## config.mk

```make
export PLATFORM = sky130hd
export DESIGN_NAME = e1_frame_mux
export DESIGN_NICKNAME = d
export VERILOG_FILES = /design/src/rtl/e1_mux_pkg.sv /design/src/rtl/e1_slot_timer.sv /design/src/rtl/e1_frame_buffer.sv /design/src/rtl/e1_bit_serializer.sv /design/src/rtl/e1_frame_mux.sv
export SDC_FILE = /design/constraint.sdc
export NUM_CORES = 1
export LEC_CHECK = 0
export ABC_AREA = 1
export CORE_MARGIN = 10
export CORE_UTILIZATION = 48
export CTS_BUF_LIST = sky130_fd_sc_hd__clkbuf_8 sky130_fd_sc_hd__clkbuf_16
export DETAILED_ROUTE_END_ITERATION = 10
export DONT_BUFFER_PORTS = 1
export PLACE_DENSITY = 0.71
export SLEW_MARGIN = 20
export SYNTH_ARGS = -nofsm -noshare
export SYNTH_HDL_FRONTEND = slang
export SYNTH_HIERARCHICAL = 1
export SYNTH_SLANG_ARGS = --single-unit
```

## constraint.sdc

```tcl
create_clock -name clk -period 2.51 [get_ports clk]
set_input_delay 0.1255 -clock clk [delete_from_list [all_inputs] [get_ports clk]]
set_output_delay 0.1255 -clock clk [all_outputs]
set_load 0.02 [all_outputs]
```

## src/rtl/e1_mux_pkg.sv

```systemverilog
// Package: default frame geometry shared by the frame multiplexer modules.
// Assumes the synchronization slot is the first slot of the frame.
package e1_mux_pkg;
    localparam int E1_SLOTS     = 32;
    localparam int E1_SLOT_BITS = 8;
    localparam int E1_SYNC_SLOT = 0;
    localparam int E1_SIG_SLOT  = 16;
endpackage

```

## src/rtl/e1_slot_timer.sv

```systemverilog
// Slot timer: tracks which timeslot and bit is sent next.
// Bits count down from SLOT_BITS-1 to 0, and slots wrap after SLOTS-1.
// Assumes step is a single-cycle qualifier sampled on each clock edge.
module e1_slot_timer #(
    parameter int SLOTS     = e1_mux_pkg::E1_SLOTS,
    parameter int SLOT_BITS = e1_mux_pkg::E1_SLOT_BITS,
    localparam int SLOT_W   = $clog2(SLOTS),
    localparam int BIT_W    = $clog2(SLOT_BITS)
) (
    input  logic              clk,
    input  logic              rst_n,
    input  logic              step,
    output logic [SLOT_W-1:0] slot_q,
    output logic [BIT_W-1:0]  bit_q,
    output logic              first_bit,
    output logic              last_bit,
    output logic              idle_q
);
    localparam logic [SLOT_W-1:0] LAST_SLOT = SLOT_W'(SLOTS - 1);
    localparam logic [BIT_W-1:0]  TOP_BIT   = BIT_W'(SLOT_BITS - 1);

    // Purpose: advance the bit position and the slot position on each step.
    always_ff @(posedge clk) begin
        if (!rst_n) begin
            slot_q <= '0;
            bit_q  <= TOP_BIT;
        end else if (step) begin
            if (bit_q == '0) begin
                bit_q  <= TOP_BIT;
                slot_q <= (slot_q == LAST_SLOT) ? '0 : slot_q + 1'b1;
            end else begin
                bit_q <= bit_q - 1'b1;
            end
        end
    end

    // Purpose: remember that no step has happened since reset.
    always_ff @(posedge clk) begin
        if (!rst_n)    idle_q <= 1'b1;
        else if (step) idle_q <= 1'b0;
    end

    // Purpose: decode the first and last bit positions of a frame.
    always_comb begin
        first_bit = (slot_q == '0) && (bit_q == TOP_BIT);
        last_bit  = (slot_q == LAST_SLOT) && (bit_q == '0);
    end
endmodule

```

## src/rtl/e1_frame_buffer.sv

```systemverilog
// Frame buffer: places the sync byte, the signaling byte and the payload
// samples into their timeslots and holds the whole frame while load is low.
// Assumes SYNC_SLOT < SIG_SLOT. Payload fills the remaining slots in order.
module e1_frame_buffer #(
    parameter int SLOTS     = e1_mux_pkg::E1_SLOTS,
    parameter int SLOT_BITS = e1_mux_pkg::E1_SLOT_BITS,
    parameter int SYNC_SLOT = e1_mux_pkg::E1_SYNC_SLOT,
    parameter int SIG_SLOT  = e1_mux_pkg::E1_SIG_SLOT,
    localparam int CHANNELS = SLOTS - 2,
    localparam int FRAME_W  = SLOTS * SLOT_BITS
) (
    input  logic                          clk,
    input  logic                          rst_n,
    input  logic                          load,
    input  logic [CHANNELS*SLOT_BITS-1:0] ch_data,
    input  logic [SLOT_BITS-1:0]          sync_byte,
    input  logic [SLOT_BITS-1:0]          sig_byte,
    output logic [FRAME_W-1:0]            frame_q
);
    logic [FRAME_W-1:0] frame_next;

    // Purpose: route each input byte to its timeslot position.
    for (genvar s = 0; s < SLOTS; s++) begin : g_slot
        if (s == SYNC_SLOT) begin : g_sync
            assign frame_next[s*SLOT_BITS +: SLOT_BITS] = sync_byte;
        end else if (s == SIG_SLOT) begin : g_sig
            assign frame_next[s*SLOT_BITS +: SLOT_BITS] = sig_byte;
        end else begin : g_pay
            localparam int CH = s - ((s > SYNC_SLOT) ? 1 : 0) - ((s > SIG_SLOT) ? 1 : 0);
            assign frame_next[s*SLOT_BITS +: SLOT_BITS] = ch_data[CH*SLOT_BITS +: SLOT_BITS];
        end
    end

    // Purpose: capture the assembled frame when load is asserted.
    always_ff @(posedge clk) begin
        if (!rst_n)    frame_q <= '0;
        else if (load) frame_q <= frame_next;
    end
endmodule

```

## src/rtl/e1_bit_serializer.sv

```systemverilog
// Bit serializer: picks the addressed bit of the held frame and registers it
// together with its slot/bit position and the frame-start strobe.
// Assumes slot_sel < SLOTS. Outputs hold between steps and the strobe clears.
module e1_bit_serializer #(
    parameter int SLOTS     = e1_mux_pkg::E1_SLOTS,
    parameter int SLOT_BITS = e1_mux_pkg::E1_SLOT_BITS,
    localparam int SLOT_W   = $clog2(SLOTS),
    localparam int BIT_W    = $clog2(SLOT_BITS),
    localparam int FRAME_W  = SLOTS * SLOT_BITS
) (
    input  logic               clk,
    input  logic               rst_n,
    input  logic               step,
    input  logic [SLOT_W-1:0]  slot_sel,
    input  logic [BIT_W-1:0]   bit_sel,
    input  logic               first_bit,
    input  logic [FRAME_W-1:0] frame_q,
    output logic               ser_out,
    output logic               frame_start,
    output logic [SLOT_W-1:0]  slot_idx,
    output logic [BIT_W-1:0]   bit_idx
);
    localparam logic [BIT_W-1:0] TOP_BIT = BIT_W'(SLOT_BITS - 1);

    logic [SLOT_BITS-1:0] cur_byte;
    logic                 cur_bit;

    // Purpose: select the current byte and the current bit within it.
    always_comb begin
        cur_byte = frame_q[int'(slot_sel)*SLOT_BITS +: SLOT_BITS];
        cur_bit  = cur_byte[bit_sel];
    end

    // Purpose: register the line bit and its position on each step.
    always_ff @(posedge clk) begin
        if (!rst_n) begin
            ser_out  <= 1'b1;
            slot_idx <= '0;
            bit_idx  <= TOP_BIT;
        end else if (step) begin
            ser_out  <= cur_bit;
            slot_idx <= slot_sel;
            bit_idx  <= bit_sel;
        end
    end

    // Purpose: pulse the frame-start strobe for one cycle on the first bit.
    always_ff @(posedge clk) begin
        if (!rst_n) frame_start <= 1'b0;
        else        frame_start <= step && first_bit;
    end
endmodule

```

## src/rtl/e1_frame_mux.sv

```systemverilog
// E1 frame multiplexer top: a timer, a frame buffer and a serializer.
// The buffer reloads while idle after reset and on the last bit of a frame.
// Assumes bit_en is synchronous to clk.
module e1_frame_mux #(
    parameter int SLOTS     = e1_mux_pkg::E1_SLOTS,
    parameter int SLOT_BITS = e1_mux_pkg::E1_SLOT_BITS,
    parameter int SYNC_SLOT = e1_mux_pkg::E1_SYNC_SLOT,
    parameter int SIG_SLOT  = e1_mux_pkg::E1_SIG_SLOT,
    localparam int CHANNELS = SLOTS - 2,
    localparam int SLOT_W   = $clog2(SLOTS),
    localparam int BIT_W    = $clog2(SLOT_BITS),
    localparam int FRAME_W  = SLOTS * SLOT_BITS
) (
    input  logic                          clk,
    input  logic                          rst_n,
    input  logic                          bit_en,
    input  logic [CHANNELS*SLOT_BITS-1:0] ch_data,
    input  logic [SLOT_BITS-1:0]          sync_byte,
    input  logic [SLOT_BITS-1:0]          sig_byte,
    output logic                          ser_out,
    output logic                          frame_start,
    output logic [SLOT_W-1:0]             slot_idx,
    output logic [BIT_W-1:0]              bit_idx
);
    logic [SLOT_W-1:0]  slot_q;
    logic [BIT_W-1:0]   bit_q;
    logic               first_bit;
    logic               last_bit;
    logic               idle_q;
    logic               load;
    logic [FRAME_W-1:0] frame_q;

    // Purpose: decide when the frame buffer takes a new snapshot.
    always_comb load = (idle_q && !bit_en) || (bit_en && last_bit);

    e1_slot_timer #(.SLOTS(SLOTS), .SLOT_BITS(SLOT_BITS)) u_timer (
        .clk(clk), .rst_n(rst_n), .step(bit_en),
        .slot_q(slot_q), .bit_q(bit_q),
        .first_bit(first_bit), .last_bit(last_bit), .idle_q(idle_q)
    );

    e1_frame_buffer #(.SLOTS(SLOTS), .SLOT_BITS(SLOT_BITS),
                      .SYNC_SLOT(SYNC_SLOT), .SIG_SLOT(SIG_SLOT)) u_buf (
        .clk(clk), .rst_n(rst_n), .load(load),
        .ch_data(ch_data), .sync_byte(sync_byte), .sig_byte(sig_byte),
        .frame_q(frame_q)
    );

    e1_bit_serializer #(.SLOTS(SLOTS), .SLOT_BITS(SLOT_BITS)) u_ser (
        .clk(clk), .rst_n(rst_n), .step(bit_en),
        .slot_sel(slot_q), .bit_sel(bit_q), .first_bit(first_bit),
        .frame_q(frame_q),
        .ser_out(ser_out), .frame_start(frame_start),
        .slot_idx(slot_idx), .bit_idx(bit_idx)
    );
endmodule

```

==> run_results.csv, run 1 <==
group,metric,value,unit
status,status,"finished with violations",
status,failed_checks,"negative hold slack",
worst_hold_path,holdCritPathClass,"input pin to flip-flop",
sta,fin_crit,2.30,ns
worst_setup_path,cp-end-kind,"flip-flop",
global_route,antenna_found_initial,3,
sta,skew,0.0224,ns
clock_tree,htree_levels,1,
sta,setup_viol,0,
clock_tree,post_cts_buffers,0,
pwr,ir_worst_vdd,527,uV
global_route,grt_overflow,0,
floorplanning,start_util,0.488,
layout,finalNetCount,2618,
clock_tree,path_clk_slew,0.06,ns
worst_setup_path,cp_max_fo,12,
worst_setup_path,critPathTopFamily,"buffers and inverters",
synth,syn_area,14100,sq um
sta,worstMarginPinSlew,0.845,ns
worst_hold_path,hp-start,"rst_n",
synth,seq_area_frac_synth,0.391,
sta,rsz0062_at_grt,"false",
worst_setup_path,cp_common_cell,"nand2_1",
worst_setup_path,arrival,2.76,ns
global_route,busiest_layer,"met2",
floorplanning,die_w,191,um
worst_setup_path,r2r-start,"u_timer/slot_q[0]$_SDFFE_PN0P_",
synth,syn-num-nets,2570,
routing,num_vias,13500,
clock_tree,cts.sinks,275,
worst_hold_path,whs_endpoint,"u_buf/frame_q[105]$_SDFFE_PN0P_",
place,dp_hpwl,27000,um
layout,layout-drive-gt1-share,0.0395,
layout,stdcell_area,16400,sq um
sta,finalHoldViolations,206,
synth,synth.avg_cell_area,6.11,sq um
sta,maxSlewHeadroom,0.436,
routing,drc_errors,0,
worst_setup_path,max_stage_delay,0.55,ns
global_route,use_met1,0.274,
place,dpl-instance-area,13900,sq um
floorplanning,fp.coreArea,28900,sq um
place,port_buffers,0,
layout,utilization,0.569,
worst_setup_path,path_class,"flip-flop to flip-flop",
routing,routed_wl,41400,um
worst_setup_path,crit_required,2.97,ns
worst_setup_path,path_buf_inv,3,
pwr,power,11.5,mW
floorplanning,pin_count,269,
floorplanning,die_y,191,um
sta,fin_tns_setup,0,ns
worst_setup_path,crit_slowest_cell,"dlygate4sd3_1",
floorplanning,fp-row-count,62,
synth,syn_inst,2305,
clock_tree,cts_root_buf,"clkbuf_16",
pwr,p_leak,8.22,nW
worst_setup_path,timing.rr.end,"u_buf/frame_q[125]$_SDFFE_PN0P_",
worst_setup_path,start_kind,"flip-flop",
pwr,power_density,701,nW/um^2
sta,finalHoldWorstSlack,-0.304,ns
clock_tree,holdBufCountCts,26,
routing,avgRoutedWirePerCell,15.0,um
routing,initialDrtViolationCount,1059,
clock_tree,postCtsResizedCells,0,
global_route,grt_start_max_net_pins,273,
job,max-cap-violations,0,
place,globalplace.congestion,0.859,
global_route,grtUsageTotal,0.208,
clock_tree,cts_tree,"yes",
global_route,grt_first_pass_wirelength,63000,um
layout,final_cell_mix,"nand2_1 (808), nor2_1 (518), inv_1 (275)",
synth,ys_types,23,
sta,max_freq,0.436,GHz
routing,ant_nets,0,
layout,area_growth,16.6,%
global_route,grt_use_met3,0.0379,
global_route,grt_pass1_vias,12600,
clock_tree,clk_latency,0.57,ns
synth,synth-warning-count,6,
clock_tree,cts_buffer_depth,3,
worst_setup_path,r2r_cells,13,
worst_hold_path,hold-path-cell-count,2,
floorplanning,dieArea,36600,sq um
synth,ys_ff_latch,275,
sta,period_share,0.915,
sta,slew_viol_final,0,
global_route,use_met2,0.333,
worst_setup_path,reg2reg_slack,0.21,ns
clock_tree,cts_buffers,31,
routing,drt-vias-per-instance,4.89,
worst_setup_path,critical_path.cell_chain,"ha_1 -> nand2_1 -> nor2_1 -> ha_1 -> inv_1 -> nor3_1 -> nand2_1 -> nand2_4 -> buf_12 -> nand2_1 -> nand2_1 -> dlygate4sd3_1 -> nor2_1",
layout,layout_commonest_cell,"nand2_1",
routing,dr.pass1.iters,5,
flip-flops by register name, indices dropped and copies added (netlist names):
register and flops:
u_ser/ser_out 1, u_ser/bit_idx 3, u_timer/bit_q 3, u_buf/frame_q 256, u_ser/frame_start 1, u_ser/slot_idx 5, u_timer/slot_q 5, u_timer/idle_q 1
cells in the mapped netlist (all sizes together):
library cell	count	area (sq um)
dfxtp	275	5510
nand3	248	1250
xor2	2	17.5
o211ai	3	22.5
clkbuf	10	37.5
o21ai	10	57.6
ha	6	75.1
inv	276	1040
nor3	2	10.0
a21oi	8	40.0
clkinv	2	7.51
buf	131	1000
o2111ai	1	8.76
nor2	520	1960
nand4	2	12.5
nand2	809	3040
routing by layer:
metal,part of all wire,vias to the layer above,routed length [um]
li1,-,6928,-
met1,0.44,6018,18300
met2,0.45,461,18800
met3,0.064,115,2640
met4,0.041,0,1680
met5,0,-,0
metrics by stage:
step | worst slack [ns] | instances | hold slack, ns
final | 0.214 | 2767 | -0.304
after CTS | 0.215 | 2658 | -0.314
after global routing | 0.0471 | 2765 | -0.292
after floorplan | 0.673 | 2305 | 0.194
after detailed placement | 0.302 | 2574 | 0.224
after global placement | 0.354 | 2574 | 0.222
worst max path at each step:
stage / startpoint / end / slack [ns] / cells past startpoint
after floorplan: u_timer/slot_q[0]$_SDFFE_PN0P_ / u_buf/frame_q[175]$_SDFFE_PN0P_ / 0.67 / 14
after global placement: u_timer/slot_q[2]$_SDFFE_PN0P_ / u_ser/ser_out$_SDFFE_PN1P_ / 0.35 / 10
after detailed placement: u_timer/slot_q[2]$_SDFFE_PN0P_ / u_ser/ser_out$_SDFFE_PN1P_ / 0.30 / 10
after CTS: u_timer/slot_q[0]$_SDFFE_PN0P_ / u_buf/frame_q[125]$_SDFFE_PN0P_ / 0.21 / 13
after global routing: u_timer/slot_q[1]$_SDFFE_PN0P_ / u_buf/frame_q[125]$_SDFFE_PN0P_ / 0.05 / 13
final: u_timer/slot_q[0]$_SDFFE_PN0P_ / u_buf/frame_q[125]$_SDFFE_PN0P_ / 0.21 / 13
logic make-up (layout without fill, tap and decap cells):
group | after synthesis | after routing | synth area share
and+or+nand+nor | 1581 | 1581 | 0.445
buffers and inverters | 419 | 492 | 0.148
DFF | 275 | 275 | 0.391
AOI/OAI and AO/OA | 22 | 22 | 0.00915
adders and majority gates | 6 | 6 | 0.00533
xor gates and xnor gates | 2 | 2 | 0.00124
other | 0 | 5 | 0
where the power goes:
part	leakage (nW)	switching, mW	internal [mW]
clock network	0.604	1.89	3.43
logic	5.34	0.732	0.565
registers	2.28	0.191	4.71
total	8.22	2.81	8.70
cell type report:
cell class | count | area [sq um]
clock buffers | 35 | 842
multi-input cells | 1611 | 6500
clock inverters | 23 | 375
flip-flops and latches | 275 | 5510
well taps | 384 | 480
fillers | 2775 | 12400
repair buffers | 156 | 1650
inverters | 278 | 1050
diodes | 5 | 12.5
No activity file was read; power rests on OpenSTA's default activity.
==> run 2, diff against run 1 <==
MAX_ROUTING_LAYER = met4   (was not set)
SYNTH_HIERARCHICAL = not set   (was 1)
clock period = 2.9 ns   (was 2.51 ns; I/O delays follow)
==> run_results.csv, run 2 <==
group,metric,value,unit
status,status,"finished clean",
routing,num_vias,13500,
layout,reg_top3,"u_buf.frame_q x256, u_ser.slot_idx x5, u_timer.slot_q x5",
sta,skew,0.0107,ns
pwr,power,9.58,mW
place,dp_hpwl,24000,um
synth,syn-num-nets,2049,
synth,syn_inst,1784,
global_route,grt_overflow,0,
floorplanning,fp-row-count,58,
synth,synth_top_cell_by_area,"dfxtp_1",
synth,synth_top_area_frac,0.449,
sta,max_freq,0.355,GHz
pwr,power_density,574,nW/um^2
worst_hold_path,hold-path-cell-count,2,
clock_tree,cts_root_buf,"clkbuf_16",
layout,layout-drive-gt1-share,0.0412,
worst_setup_path,reg2reg_slack,0.08,ns
synth,yosysMostFrequentCell,"nor2_1",
place,port_buffers,0,
global_route,grt_start_max_net_pins,257,
clock_tree,cts_buffer_depth,3,
worst_hold_path,hp-start,"rst_n",
global_route,grt_pass1_vias,13500,
floorplanning,die_y,180,um
synth,synth.avg_cell_area,6.88,sq um
synth,synth_area_leaders,"dfxtp_1 (45%), nor2_1 (16%), o21ai_0 (11%)",
synth,synth-warning-count,0,
routing,initialDrtViolationCount,1601,
sta,fin_crit,2.82,ns
sta,maxSlewHeadroom,0.383,
pwr,p_sw,2.44,mW
routing,routed-wl-met3,4170,um
sta,period_share,0.972,
synth,synth_enable_flop_cells,0,
routing,avgRoutedWirePerCell,19.8,um
worst_setup_path,path_class,"flip-flop to flip-flop",
synth,ys_types,26,
clock_tree,path_clk_slew,0.06,ns
routing,ant_nets,0,
pwr,p_leak,7.12,nW
routing,dr.pass1.iters,6,
floorplanning,start_util,0.487,
worst_setup_path,start_kind,"flip-flop",
synth,seq_area_frac_synth,0.449,
floorplanning,die_w,180,um
worst_setup_path,crit_required,3.33,ns
layout,top_register,"u_buf.frame_q",
routing,wl_met2,22800,um
sta,slew_viol_final,0,
floorplanning,fp.coreArea,25200,sq um
routing,routed_wl,47500,um
synth,synthFlopType,"dfxtp_1",
worst_setup_path,cp_max_fo,128,
global_route,grtUsageTotal,0.277,
worst_hold_path,whs_endpoint,"u_ser.bit_idx[1]$_SDFFE_PN1P_",
sta,finalHoldWorstSlack,0.118,ns
clock_tree,cts_tree,"yes",
job,max-cap-violations,0,
pwr,ir_worst_vdd,511,uV
clock_tree,cts.sinks,275,
sta,finalHoldViolations,0,
layout,final_cell_mix,"nor2_1 (519), dlygate4sd3_1 (346), nand2_1 (298)",
sta,setup_viol,0,
synth,syn_area,12300,sq um
synth,synth_common_cells,"nor2_1 (519), nand2_1 (298), dfxtp_1 (275)",
clock_tree,htree_levels,1,
synth,ys_ff_latch,275,
layout,finalNetCount,2304,
clock_tree,cts_buffers,30,
pwr,power_frac_comb,0.129,
place,globalplace.congestion,0.845,
worst_setup_path,timing.rr.end,"u_buf.frame_q[179]$_SDFFE_PN0P_",
pwr,internal_power,7.14,mW
layout,largest_register_ffs,256,
worst_setup_path,r2r_cells,10,
worst_setup_path,r2r-start,"u_timer.bit_q[0]$_SDFFE_PN1P_",
global_route,antenna_found_initial,8,
global_route,grt_first_pass_wirelength,72800,um
worst_hold_path,holdCritPathClass,"input pin to flip-flop",
layout,area_growth,36.0,%
pwr,switching_share,0.255,
routing,wl_met1,19200,um
floorplanning,dieArea,32400,sq um
routing,dr.max_layer_used,"met4",
layout,layout_commonest_cell,"nor2_1",
worst_setup_path,arrival,3.25,ns
synth,async_flop_share,0,
routing,drt-vias-per-instance,5.63,
sta,worstMarginPinSlew,0.925,ns
worst_setup_path,cp-end-kind,"flip-flop",
clock_tree,clk_latency,0.55,ns
floorplanning,pin_count,269,
pwr,clkPwrFrac,0.429,
pwr,power_frac_seq,0.442,
clock_tree,post_cts_buffers,0,
routing,drc_errors,0,
[run 2: changes by cell type after synthesis, moves of 3 or more]
cell and change:
inv_1 -267, buf_6 -11, clkbuf_1 +30, o21ai_1 +6, nand2_1 -511, o21ai_0 +251, buf_4 -18, buf_1 +3
[run 2: kinds of logic (layout without fill, tap and decap cells)]
group,Yosys count,in the layout,synth area share
xor+xnor,1,1,0.000714
buf+inv,156,435,0.0772
simple gates,1071,1071,0.355
flops,275,275,0.449
fa+ha+maj,6,6,0.00612
compound gates,275,275,0.113
other cells,0,9,0
[run 2: critical path: stages, from the launching register on]
cell,delay [ns]
dfxtp_1,0.46
inv_1,0.20
ha_1,0.23
nand2_1,0.09
inv_2,0.06
nand2_2,0.11
nand2_8,0.09
buf_16,0.28
o21ai_0,0.39
nor2_1,0.14
dlygate4sd3_1,0.58
[run 2: power by group through the flow]
stage               Sequential, mW  Combinational, mW  Clock [mW]
floorplan                     4.26              0.617           0
global placement              4.30              0.666           0
detailed placement            4.30              0.684           0
CTS                           4.22               1.14        4.11
global route                  4.26               1.35        4.27
finish                        4.24               1.24        4.10
[run 2: worst max path at each step]
| stage | from | to | slack [ns] |
|---|---|---|---|
| 2_1_floorplan | u_timer.slot_q[2]$_SDFFE_PN0P_ | u_buf.frame_q[197]$_SDFFE_PN0P_ | 1.01 |
| 3_3_place_gp | u_timer.slot_q[3]$_SDFFE_PN0P_ | u_buf.frame_q[31]$_SDFFE_PN0P_ | 0.69 |
| 3_5_place_dp | u_timer.slot_q[3]$_SDFFE_PN0P_ | u_buf.frame_q[180]$_SDFFE_PN0P_ | 0.61 |
| 4_1_cts | u_timer.slot_q[3]$_SDFFE_PN0P_ | u_buf.frame_q[77]$_SDFFE_PN0P_ | 0.07 |
| 5_1_grt | u_timer.slot_q[3]$_SDFFE_PN0P_ | u_buf.frame_q[179]$_SDFFE_PN0P_ | -0.06 |
| 6_report | u_timer.bit_q[0]$_SDFFE_PN1P_ | u_buf.frame_q[179]$_SDFFE_PN0P_ | 0.08 |
[run 2: timing repair]
item,CTS,global route
setup endpoints to repair,0,80
gates resized for setup,0,4
hold buffers,347,0
hold endpoints to repair,275,0
[run 2: per-stage QoR]
step                      std cells  setup TNS (ns)  area [sq um]  setup slack, ns  utilization
after floorplan                1784               0         12300             1.01            -
after global placement         1988               0         12000            0.693        0.478
after detailed placement       1988               0         12000            0.613        0.478
after CTS                      2391               0         16600           0.0690        0.659
after global routing           2401         -0.0628         16700          -0.0628        0.663
final                          2402               0         16700           0.0823        0.663
[run 2: cell type report]
| type | count | area [sq um] |
|---|---|---|
| Antenna cell | 9 | 22.5 |
| Clock buffer | 40 | 911 |
| Clock inverter | 16 | 164 |
| Fill cell | 1988 | 8490 |
| Inverter | 12 | 60.1 |
| Multi-Input combinational cell | 1353 | 5830 |
| Sequential cell | 275 | 5510 |
| Tap cell | 330 | 413 |
| Timing Repair Buffer | 367 | 3780 |
[run 2: layer usage]
layer  GRT usage  vias up
met2       0.449      837
met4      0.0916        0
met1       0.342     6282
met5           -        -
met3      0.0486      111
li1            -     6299
==> run 3, diff against run 2 <==
CORE_ASPECT_RATIO = 1.5   (was not set)
==> run_results.csv, run 3 (synthesis results as in run 2) <==
group,metric,value,unit
routing,initialDrtViolationCount,1430,
sta,finalHoldViolations,189,
routing,drc_errors,0,
sta,skew,0.00952,ns
layout,final_cell_mix,"nor2_1 (519), nand2_1 (298), dfxtp_1 (273)",
layout,layout-drive-gt1-share,0.0354,
worst_setup_path,path_class,"input pin to flip-flop",
status,status,"finished with violations",
worst_setup_path,crit_slowest_cell,"dlygate4sd3_1",
sta,max_freq,0.360,GHz
routing,ant_nets,0,
sta,period_share,0.957,
routing,drt-vias-per-instance,5.54,
clock_tree,cts_buffer_depth,3,
global_route,grt_pass1_vias,12600,
clock_tree,cts_buffers,27,
clock_tree,path_clk_slew,0.07,ns
worst_setup_path,crit_required,3.36,ns
clock_tree,post_cts_buffers,0,
place,dp_hpwl,24700,um
layout,finalNetCount,2223,
place,dpl-instance-area,12000,sq um
pwr,p_leak,6.54,nW
floorplanning,start_util,0.488,
pwr,power_density,561,nW/um^2
pwr,internal_power,6.60,mW
floorplanning,die_y,216,um
pwr,power_frac_seq,0.481,
floorplanning,fp.coreArea,25100,sq um
worst_setup_path,r2r-start,"u_timer.bit_q[0]$_SDFFE_PN1P_",
floorplanning,die_w,151,um
clock_tree,cts.sinks,275,
worst_setup_path,cp_max_fo,256,
place,port_buffers,0,
routing,avgRoutedWirePerCell,18.6,um
place,globalplace.congestion,0.908,
status,failed_checks,"negative hold slack",
layout,fillers,2133,
pwr,ir_worst_vdd,478,uV
layout,area_growth,27.7,%
sta,fin_crit,2.78,ns
sta,finalHoldWorstSlack,-0.228,ns
global_route,grtUsageTotal,0.259,
worst_setup_path,arrival,3.24,ns
global_route,grt_first_pass_wirelength,67100,um
floorplanning,pin_count,269,
layout,regArea,5510,sq um
routing,dr.pass1.iters,6,
pwr,p_sw,2.19,mW
floorplanning,dieArea,32500,sq um
layout,layout_commonest_cell,"nor2_1",
layout,largest_register_ffs,256,
clock_tree,cts_tree,"yes",
layout,reg_top3,"u_buf.frame_q x256, u_ser.slot_idx x5, u_timer.slot_q x5",
global_route,grt_overflow,0,
global_route,grt_start_max_net_pins,272,
sta,setup_viol,0,
global_route,antenna_found_initial,14,
worst_setup_path,start_kind,"input pin",
routing,num_vias,12900,
clock_tree,htree_levels,1,
worst_setup_path,cp-end-kind,"flip-flop",
routing,routed_wl,43200,um
worst_hold_path,hp-start,"rst_n",
clock_tree,clk_latency,0.53,ns
layout,stdcell_area,15700,sq um
worst_setup_path,critical_path.cell_chain,"dlygate4sd3_1 -> inv_2 -> nor2_2 -> nand2_1 -> inv_2 -> nand2_2 -> nand2_8 -> buf_16 -> o21ai_0 -> nor2_1",
sta,worstMarginPinSlew,0.979,ns
floorplanning,fp-row-count,71,
worst_hold_path,holdCritPathClass,"input pin to flip-flop",
worst_setup_path,cp_common_cell,"inv_2",
sta,maxSlewHeadroom,0.348,
pwr,switching_share,0.249,
clock_tree,cts_root_buf,"clkbuf_16",
job,max-cap-violations,0,
pwr,clkPwrFrac,0.402,
worst_setup_path,critPathLaunch,"bit_en",
layout,top_register,"u_buf.frame_q",
sta,slew_viol_final,0,
pwr,power_frac_comb,0.117,
layout,multiInputGateArea,5830,sq um
worst_setup_path,max_stage_delay,0.91,ns
-- run 3: power groups by stage --
stage | combinational, mW | clock, mW | sequential [mW]
2_1_floorplan | 0.617 | 0 | 4.26
3_3_place_gp | 0.668 | 0 | 4.30
3_5_place_dp | 0.686 | 0 | 4.30
4_1_cts | 0.977 | 3.57 | 4.22
5_1_grt | 1.15 | 3.73 | 4.26
6_report | 1.03 | 3.53 | 4.23
-- run 3: per-stage QoR --
stage | setup TNS [ns] | power [mW] | setup slack (ns) | std cells | utilization
2_1_floorplan | 0 | 4.88 | 1.01 | 1784 | -
3_3_place_gp | 0 | 4.96 | 0.624 | 1986 | 0.478
3_5_place_dp | 0 | 4.99 | 0.552 | 1986 | 0.478
4_1_cts | 0 | 8.77 | 0.323 | 2286 | 0.614
5_1_grt | -0.0513 | 9.14 | -0.0513 | 2319 | 0.623
6_report | 0 | 8.79 | 0.124 | 2321 | 0.623
-- run 3: worst paths after layout --
| check | slack (ns) | depth (start not counted) | to |
|---|---|---|---|
| worst max-delay path | 0.12 | 10 | u_buf.frame_q[171]$_SDFFE_PN0P_ |
| worst min-delay path | -0.23 | 2 | u_buf.frame_q[52]$_SDFFE_PN0P_ |
| worst max register to register | 0.32 | 9 | u_buf.frame_q[171]$_SDFFE_PN0P_ |
| worst min register to register | 0.51 | 2 | u_buf.frame_q[210]$_SDFFE_PN0P_ |
-- run 3: worst max-delay path, delay by kind of cell --
family          cells  cell delay (ns)
compound gates      1             0.24
buf+inv             4             1.81
simple gates        5             0.75
-- run 3: timing repair --
action                                  in CTS  in global routing
hold buffers                               253                 18
endpoints found under the setup margin       0                 20
gates resized for setup                      0                  1
hold endpoints to repair                   275                256
-- run 3: layout make-up --
type                       instances  area share
multi-input combinational       1353       0.372
clock inverter                    13     0.00719
inverter                          12     0.00351
sequential                       275       0.352
clock buffer                      34      0.0493
tap                              328      0.0262
timing repair buffer             289       0.188
antenna                           17     0.00271
-- run 3: routing by layer --
layer / global-route usage / up-vias / wire (um)
li1: - / 6141 / -
met1: 0.315 / 5925 / 17200
met2: 0.419 / 660 / 21100
met3: 0.0396 / 143 / 3070
met4: 0.105 / 0 / 1830
met5: - / - / 0
